## src/rtl/extint_pkg.sv

```systemverilog
package extint_pkg;

    typedef struct packed {
        logic sense;       // 1 = edge, 0 = level
        logic enable;
        logic sense_seen;  // a write has already reached the sense bit
    } ctrl_state_t;

    typedef struct packed {
        logic pin_prev;
        logic pending;
    } edge_state_t;

    localparam ctrl_state_t CTRL_RESET = '{sense: 1'b0, enable: 1'b1, sense_seen: 1'b0};
    localparam edge_state_t EDGE_RESET = '{pin_prev: 1'b1, pending: 1'b0};

endpackage

```

## src/rtl/extint_ctrl_reg.sv

```systemverilog
module extint_ctrl_reg
    import extint_pkg::*;
#(
    parameter int REG_W     = 8,
    parameter int SENSE_POS = 7,
    parameter int EN_POS    = 6
) (
    input  logic             clk,
    input  logic             rst_n,
    input  logic             mode_special,
    input  logic             wr_en,
    input  logic [REG_W-1:0] wr_data,
    output logic             sense,
    output logic             enable,
    output logic [REG_W-1:0] rd_data
);

    ctrl_state_t st_d, st_q;

    always_comb begin
        st_d = st_q;
        if (wr_en) begin
            st_d.enable = wr_data[EN_POS];
            if (!st_q.sense_seen) begin
                st_d.sense_seen = 1'b1;
                // normal mode: first write is the only one taken
                // special mode: first write is dropped
                if (!mode_special) st_d.sense = wr_data[SENSE_POS];
            end else if (mode_special) begin
                st_d.sense = wr_data[SENSE_POS];
            end
        end
    end

    always_ff @(posedge clk or negedge rst_n) begin
        if (!rst_n) st_q <= CTRL_RESET;
        else        st_q <= st_d;
    end

    always_comb begin
        rd_data            = '0;
        rd_data[SENSE_POS] = st_q.sense;
        rd_data[EN_POS]    = st_q.enable;
    end

    assign sense  = st_q.sense;
    assign enable = st_q.enable;

endmodule

```

## src/rtl/extint_edge_det.sv

```systemverilog
module extint_edge_det
    import extint_pkg::*;
(
    input  logic clk,
    input  logic rst_n,
    input  logic arm,
    input  logic pin_n,
    input  logic ack,
    output logic pending
);

    edge_state_t st_d, st_q;
    logic        fall;

    always_comb begin
        fall          = st_q.pin_prev & ~pin_n;
        st_d.pin_prev = pin_n;
        // a fresh edge wins over the acknowledge; level mode drops the flag
        st_d.pending  = arm & (fall | (st_q.pending & ~ack));
    end

    always_ff @(posedge clk or negedge rst_n) begin
        if (!rst_n) st_q <= EDGE_RESET;
        else        st_q <= st_d;
    end

    assign pending = st_q.pending;

endmodule

```

## src/rtl/extint_req_sel.sv

```systemverilog
module extint_req_sel (
    input  logic sense,
    input  logic enable,
    input  logic pending,
    input  logic pin_n,
    output logic irq_req
);

    logic raw_req;

    always_comb begin
        raw_req = sense ? pending : ~pin_n;
        irq_req = enable & raw_req;
    end

endmodule

```

## src/rtl/extint_cond.sv

```systemverilog
module extint_cond #(
    parameter int REG_W     = 8,
    parameter int SENSE_POS = 7,
    parameter int EN_POS    = 6
) (
    input  logic             clk,
    input  logic             rst_n,
    input  logic             mode_special,
    input  logic             wr_en,
    input  logic [REG_W-1:0] wr_data,
    output logic [REG_W-1:0] rd_data,
    input  logic             pin_n,
    input  logic             ack,
    output logic             irq_req
);

    logic sense, enable, pending;

    extint_ctrl_reg #(.REG_W(REG_W), .SENSE_POS(SENSE_POS), .EN_POS(EN_POS)) u_ctrl (
        .clk          (clk),
        .rst_n        (rst_n),
        .mode_special (mode_special),
        .wr_en        (wr_en),
        .wr_data      (wr_data),
        .sense        (sense),
        .enable       (enable),
        .rd_data      (rd_data)
    );

    extint_edge_det u_edge (
        .clk     (clk),
        .rst_n   (rst_n),
        .arm     (sense),
        .pin_n   (pin_n),
        .ack     (ack),
        .pending (pending)
    );

    extint_req_sel u_sel (
        .sense   (sense),
        .enable  (enable),
        .pending (pending),
        .pin_n   (pin_n),
        .irq_req (irq_req)
    );

endmodule

```

## config.mk

```make
export PLATFORM = sky130hd
export DESIGN_NAME = extint_cond
export DESIGN_NICKNAME = d
export VERILOG_FILES = /design/src/rtl/extint_pkg.sv /design/src/rtl/extint_ctrl_reg.sv /design/src/rtl/extint_edge_det.sv /design/src/rtl/extint_req_sel.sv /design/src/rtl/extint_cond.sv
export SDC_FILE = /design/constraint.sdc
export NUM_CORES = 1
export LEC_CHECK = 0
export BUFFER_PORTS_ARGS = -buffer_cell sky130_fd_sc_hd__buf_2
export CAP_MARGIN = 20
export CORE_AREA = 2 2 39 41
export CTS_CLUSTER_DIAMETER = 40
export CTS_CLUSTER_SIZE = 30
export DETAILED_ROUTE_END_ITERATION = 10
export DIE_AREA = 0 0 41 43
export GPL_TIMING_DRIVEN = 1
export MAX_ROUTING_LAYER = met4
export PLACE_DENSITY = 0.56
export SYNTH_ARGS = -nofsm -noshare
export SYNTH_HDL_FRONTEND = slang
export SYNTH_HIERARCHICAL = 1
export SYNTH_SLANG_ARGS = --single-unit
```

## constraint.sdc

```tcl
create_clock -name clk -period 2 [get_ports clk]
set_input_delay 0.2 -clock clk [delete_from_list [all_inputs] [get_ports clk]]
set_output_delay 0.2 -clock clk [all_outputs]
set_load 0.05 [all_outputs]
```

==> results of run 1 <==
-- logic make-up after synthesis --
logic type / Yosys count
buffers and inverters: 8
multiplexers: 2
other: 1
flip-flops: 5
AND/OR/NAND/NOR: 6
AO/OA/AOI/OAI: 2
XOR/XNOR: 1
-- worst paths after layout --
kind,start,end,slack [ns],cells past startpoint
worst max-delay path,u_ctrl/sense,irq_req,0.54,3
min in group asynchronous,rst_n,u_ctrl/sense,0.30,2
max in group asynchronous,rst_n,u_edge/st_q[1],1.49,2
worst min-delay path,pin_n,u_edge/st_q[1],0.07,1
worst min register to register,u_ctrl/st_q[0],u_ctrl/st_q[0],0.49,1
worst max register to register,u_ctrl/st_q[0],u_ctrl/sense,0.98,3
-- state kept, by name, summed over array words and instances (netlist names) --
signal,cells
u_ctrl/enable,1
u_ctrl/sense,1
u_ctrl/st_q,1
u_edge/pending,1
u_edge/st_q,1
-- metrics by stage --
stage | setup WS, ns | area [µm²]
after detailed placement | 0.7874 | 310.3
after global routing | 0.4747 | 346.6
after CTS | 0.5249 | 346.6
final | 0.5444 | 346.6
after floorplan | 0.7175 | 300.3
after global placement | 0.7713 | 310.3
-- where the power goes --
group          leakage, nW  switching, mW  internal (mW)
clock network       0.0150         0.0419         0.0755
registers           0.0549        0.00585          0.112
logic               0.0946         0.0632         0.0242
total                0.164          0.111          0.212
-- placed cells by master (no fill, tap or decap), drive strengths merged --
cell / synthesis / final
nand2: 2 / 2
dfstp: 2 / 2
xnor2: 1 / 1
or2: 2 / 2
buf: 8 / 10
nand2b: 2 / 2
a21boi: 2 / 2
dlygate4sd3: 0 / 1
mux2: 2 / 2
clkbuf: 0 / 4
conb: 1 / 6
dfrtp: 3 / 3
-- per-layer routing --
metal	up-vias	part of all wire
met4	0	0
met2	10	0.46
met5	-	0
met3	0	0.12
li1	89	-
met1	83	0.43
-- cell type report --
type	count	area, µm²	area share
flip-flops and latches	5	127.6	0.3682
well taps	16	20.02	0.05776
repair buffers	11	60.06	0.1733
multi-input cells	17	112.6	0.3249
clock buffers	4	26.28	0.07581
-- critical path: cells and delay by family (launching register included) --
family                 cells  cell delay, ns
buffers and inverters      1            0.26
DFF                        1            0.40
AOI/OAI and AO/OA          1            0.12
and+or+nand+nor            1            0.23
-- repair_timing --
action                    4_1_cts  5_1_grt
resized for setup               0        0
hold endpoints to repair        5        0
hold buffers                    1        0
==> impl_metrics.json, run 1 <==
{
  "timing.final.crit_period_ns": 1.456,
  "finalSetupTns_ns": 0,
  "globalRouteOverflowTotal": 0,
  "finalPower_mw": 0.3225,
  "num_rows": 14,
  "timing.critical_path.to_type": "primary output",
  "start_util": 0.2034,
  "tritoncts": "yes",
  "max_incr_delay_on_cp_ns": 0.40,
  "yosysWarningCount": 6,
  "synth_area_leaders": "sky130_fd_sc_hd__dfrtp_1, sky130_fd_sc_hd__buf_4, sky130_fd_sc_hd__dfstp_2",
  "setup_violations": 0,
  "synth_top_flop_cell": "sky130_fd_sc_hd__dfrtp_1",
  "cap_violations": 0,
  "worst_skew_pair.late_latency_ns": 0.24,
  "synthDominantCellAreaShare": 0.2667,
  "synthArstFlopShare": 1.000,
  "post_synth_xor_area_fraction": 0.03111,
  "fillers": 162,
  "power_density_nw_per_um2": 930.5,
  "maximum_clock_frequency_mhz": 687.0,
  "post_route_cells_drive_above_1_share": 0.5135,
  "worst_path_cell_chain": "or2_1 > a21boi_2 > buf_2",
  "grt_pass1_vias": 177,
  "power.static_leakage_nw": 0.1644,
  "multiplexer_area_fraction_after_synthesis": 0.09333,
  "overall_fraction_of_global_route_tracks_in_use": 0.06750,
  "cts_num_sinks": 5,
  "main_combinational_cell_family_by_area_after_synthesis": "buffers and inverters",
  "cts_buffer_depth": 2,
  "worstHoldPathType": "in2reg",
  "drt_first_pass_iters": 2,
  "post_synth_fa_ha_maj_area_fraction": 0,
  "synth.ff_latch_count": 5,
  "finalHoldViolations": 0,
  "synth-edff-count": 0,
  "floorplan.die.width_um": 41,
  "slowest_stage": "sky130_fd_sc_hd__dfrtp_1",
  "dr.first_iter.drc_count": 2,
  "io_buffers": 10,
  "clockRootBuffer": "sky130_fd_sc_hd__clkbuf_4",
  "holdWs_ns": 0.07286,
  "result_of_the_run": "finished clean",
  "synth.most_common_cell": "sky130_fd_sc_hd__buf_4",
  "synth-simple-area-share": 0.1156,
  "globalRoute.busiestLayer": "met4",
  "total_length_of_routed_wires_um": 435,
  "top_level_ports": 23,
  "worst_clock_skew_ns": 0.0003340,
  "cp_max_fo": 5,
  "dieArea_um2": 1763,
  "post_cts.repair.setup_buffers": 0,
  "pin_count_of_the_biggest_net_entering_global_routing": 6,
  "wire_per_inst_um": 8.208,
  "place.detailed.instances": 48,
  "final-max-slew-violation-count": 0,
  "crit_path_start_kind": "flop",
  "num_antenna_cells": 0,
  "post_route_clock_period_utilization": 0.7278,
  "detailroute.via_count": 182,
  "fp.dieH_um": 43,
  "largest_area_contributor_in_the_netlist": "sky130_fd_sc_hd__dfrtp_1",
  "synthesized_area_per_cell_um2": 11.26,
  "synthesized_area_fraction_occupied_by_ao_oa_aoi_and_oai_cells": 0.08000,
  "core_area_um2": 1384,
  "worst_ep_arrival_time_ns": 1.26,
  "gp_congestion": 0.6385,
  "post_synth_inst_count": 25,
  "layout-area-overhead-vs-synth_pct": 23.11,
  "cts-htree-levels": 1,
  "syn_area_um2": 281.5,
  "synth-seq-area-share": 0.4533,
  "finalCoreUtilization": 0.2505,
  "grt_pass1_wl_um": 710,
  "met2_usage": 0.07188,
  "initial_antenna_violation_count": 0,
  "synth.top_cells.by_count": "sky130_fd_sc_hd__buf_4, sky130_fd_sc_hd__dfrtp_1",
  "drc_errors": 0,
  "groute.layer.met1.usage": 0.07616,
  "clk_pin_slew_ns": 0.04,
  "unrepaired_setup_endpoints_after_global_routing": "false",
  "crit_path_kind": "reg2out",
  "worst_vdd_rail_ir_drop_uv": 306.3,
  "final_net_count": 52,
  "viasPerCell": 3.434,
  "fraction_of_met3_tracks_used_by_global_routing": 0.03665,
  "post_synth_num_cell_types": 11,
  "final_cells": 53,
  "required_ns": 1.80,
  "cts_buffers": 3,
  "detail-route-antenna-nets": 0
}
No activity file was read; power rests on OpenSTA's default activity.
==> run 2: changes to the inputs <==
Clock period 2 ns to 1.47 ns, I/O delays scaled along.
==> run 2 against run 1 <==
  * Global-route usage unchanged
  * Via count did not move
  * Worst hold slack lost 0.053 ns
  * Setup slack worse by 0.45 ns
  * Sequential share of layout area decreased by 0.26 points
  * Combinational power up 37%
  * First-iteration DRC count unchanged
  * Routed wire length did not move
  * Sequential power increased by 36%
  * Critical path depth unchanged
==> impl_metrics.json, run 2 (synthesized netlist as in run 1, its figures left out) <==
{
  "result_of_the_run": "finished clean",
  "power_density_nw_per_um2": 1261,
  "gp_congestion": 0.6385,
  "setup_violations": 0,
  "power.switching_fraction": 0.3431,
  "dr.first_iter.drc_count": 2,
  "final_common_cell": "sky130_fd_sc_hd__buf_2",
  "finalHoldViolations": 0,
  "layout_setup_ws_ns": 0.09637,
  "required_ns": 1.32,
  "overall_fraction_of_global_route_tracks_in_use": 0.06750,
  "finalSetupTns_ns": 0,
  "power.static_leakage_nw": 0.1641,
  "initial_antenna_violation_count": 0,
  "detail-route-antenna-nets": 0,
  "layout-area-overhead-vs-synth_pct": 24.00,
  "total_length_of_routed_wires_um": 435,
  "drc_errors": 0,
  "power_frac_clock": 0.363,
  "mostFrequentLayoutCells": "sky130_fd_sc_hd__buf_2, sky130_fd_sc_hd__conb_1, sky130_fd_sc_hd__clkbuf_4, sky130_fd_sc_hd__dfrtp_1",
  "switchingPower_mw": 0.1510,
  "post_route_clock_period_utilization": 0.9344,
  "floorplan.die.width_um": 41,
  "viasPerCell": 3.434,
  "worst_skew_pair.late_latency_ns": 0.24,
  "final_net_count": 52,
  "pin_count_of_the_biggest_net_entering_global_routing": 6,
  "num_rows": 14,
  "start_util": 0.2034,
  "dieArea_um2": 1763,
  "timing.critical_path.to_type": "primary output",
  "globalRouteOverflowTotal": 0,
  "unrepaired_setup_endpoints_after_global_routing": "false",
  "num_antenna_cells": 0,
  "maximum_clock_frequency_mhz": 728.0,
  "crit_path_kind": "reg2out",
  "post_route_cells_drive_above_1_share": 0.5135,
  "worst_clock_skew_ns": 0.0003340,
  "crit_path_start_kind": "flop",
  "intPower_mw": 0.2892,
  "grt_pass1_wl_um": 710,
  "clockRootBuffer": "sky130_fd_sc_hd__clkbuf_4",
  "power.share.combinational": 0.273,
  "cts_num_sinks": 5,
  "cp_max_fo": 5,
  "drt_first_pass_iters": 2,
  "cap_violations": 0,
  "cts_buffers": 3,
  "clk_pin_slew_ns": 0.04,
  "worst_ep_arrival_time_ns": 1.23,
  "tritoncts": "yes",
  "cts_buffer_depth": 2,
  "top_level_ports": 23,
  "timing.final.crit_period_ns": 1.374,
  "core_area_um2": 1384,
  "worstHoldPathType": "in2reg",
  "fillers": 163,
  "grt_pass1_vias": 177,
  "cts-htree-levels": 1,
  "worst_vdd_rail_ir_drop_uv": 416.7,
  "wire_per_inst_um": 8.208,
  "final-max-slew-violation-count": 0,
  "io_buffers": 10,
  "setup_slack_at_placement_ns": 0.3104,
  "power.share.sequential": 0.364,
  "fp.dieH_um": 43,
  "detailroute.via_count": 182
}
run 2: cell types whose count changed in the layout (fill, tap and decap cells not counted), sizes merged:
cell / delta
buf: -1
clkbuf: +1
run 2: final cells by class:
class,count,area (µm²),area share
Clock buffer,4,26.28,0.07527
Sequential cell,5,127.6,0.3656
Timing Repair Buffer,11,62.56,0.1792
Tap cell,16,20.02,0.05735
Multi-Input combinational cell,17,112.6,0.3226
run 2: power groups by stage:
stage / sequential, mW / clock (mW) / combinational, mW
finish: 0.160 / 0.160 / 0.120
CTS: 0.161 / 0.169 / 0.120
floorplan: 0.160 / 0 / 0.117
global placement: 0.162 / 0 / 0.117
global route: 0.162 / 0.178 / 0.128
detailed placement: 0.163 / 0 / 0.118
run 2: final timing paths:
| kind | slack, ns | cells past startpoint | end | from |
|---|---|---|---|---|
| hold reg to reg | 0.49 | 1 | u_ctrl/st_q[0] | u_ctrl/st_q[0] |
| setup / recovery | 0.1 | 3 | irq_req | u_ctrl/sense |
| min in group asynchronous | 0.25 | 2 | u_ctrl/sense | rst_n |
| max in group asynchronous | 1.01 | 2 | u_edge/st_q[1] | rst_n |
| hold / removal | 0.02 | 1 | u_edge/st_q[1] | pin_n |
| setup reg to reg | 0.45 | 3 | u_ctrl/sense | u_ctrl/st_q[0] |
run 2: repair_timing:
action | 4_1_cts | 5_1_grt
gates resized for setup | 0 | 1
setup buffers | 0 | 0
hold endpoints to repair | 5 | 0
hold buffers | 1 | 0
endpoints found under the setup margin | 0 | 1
run 2: stage by stage:
step / cell area [µm²] / power [mW] / std cells / hold WS (ns) / util
finish: 349.1 / 0.4402 / 53 / 0.01986 / 0.2523
global route: 349.1 / 0.4678 / 53 / 0.003241 / 0.2523
global placement: 310.3 / 0.2794 / 48 / -0.03501 / 0.2242
CTS: 346.6 / 0.4502 / 53 / 0.006430 / 0.2505
detailed placement: 310.3 / 0.2808 / 48 / -0.03454 / 0.2242
floorplan: 300.3 / 0.2772 / 30 / -0.1486 / -
run 2: per-layer routing:
layer | up-vias | wire (µm) | global-route usage
li1 | 89 | - | -
met1 | 83 | 185 | 0.07616
met2 | 10 | 198 | 0.07188
met3 | 0 | 51 | 0.03665
met4 | 0 | 0 | 0.08000
met5 | - | 0 | -
run 2: worst max-delay path: stages, from the launching register on:
cell	delay, ns
sky130_fd_sc_hd__dfrtp_1	0.40
sky130_fd_sc_hd__or2_1	0.23
sky130_fd_sc_hd__a21boi_2	0.12
sky130_fd_sc_hd__clkbuf_4	0.23
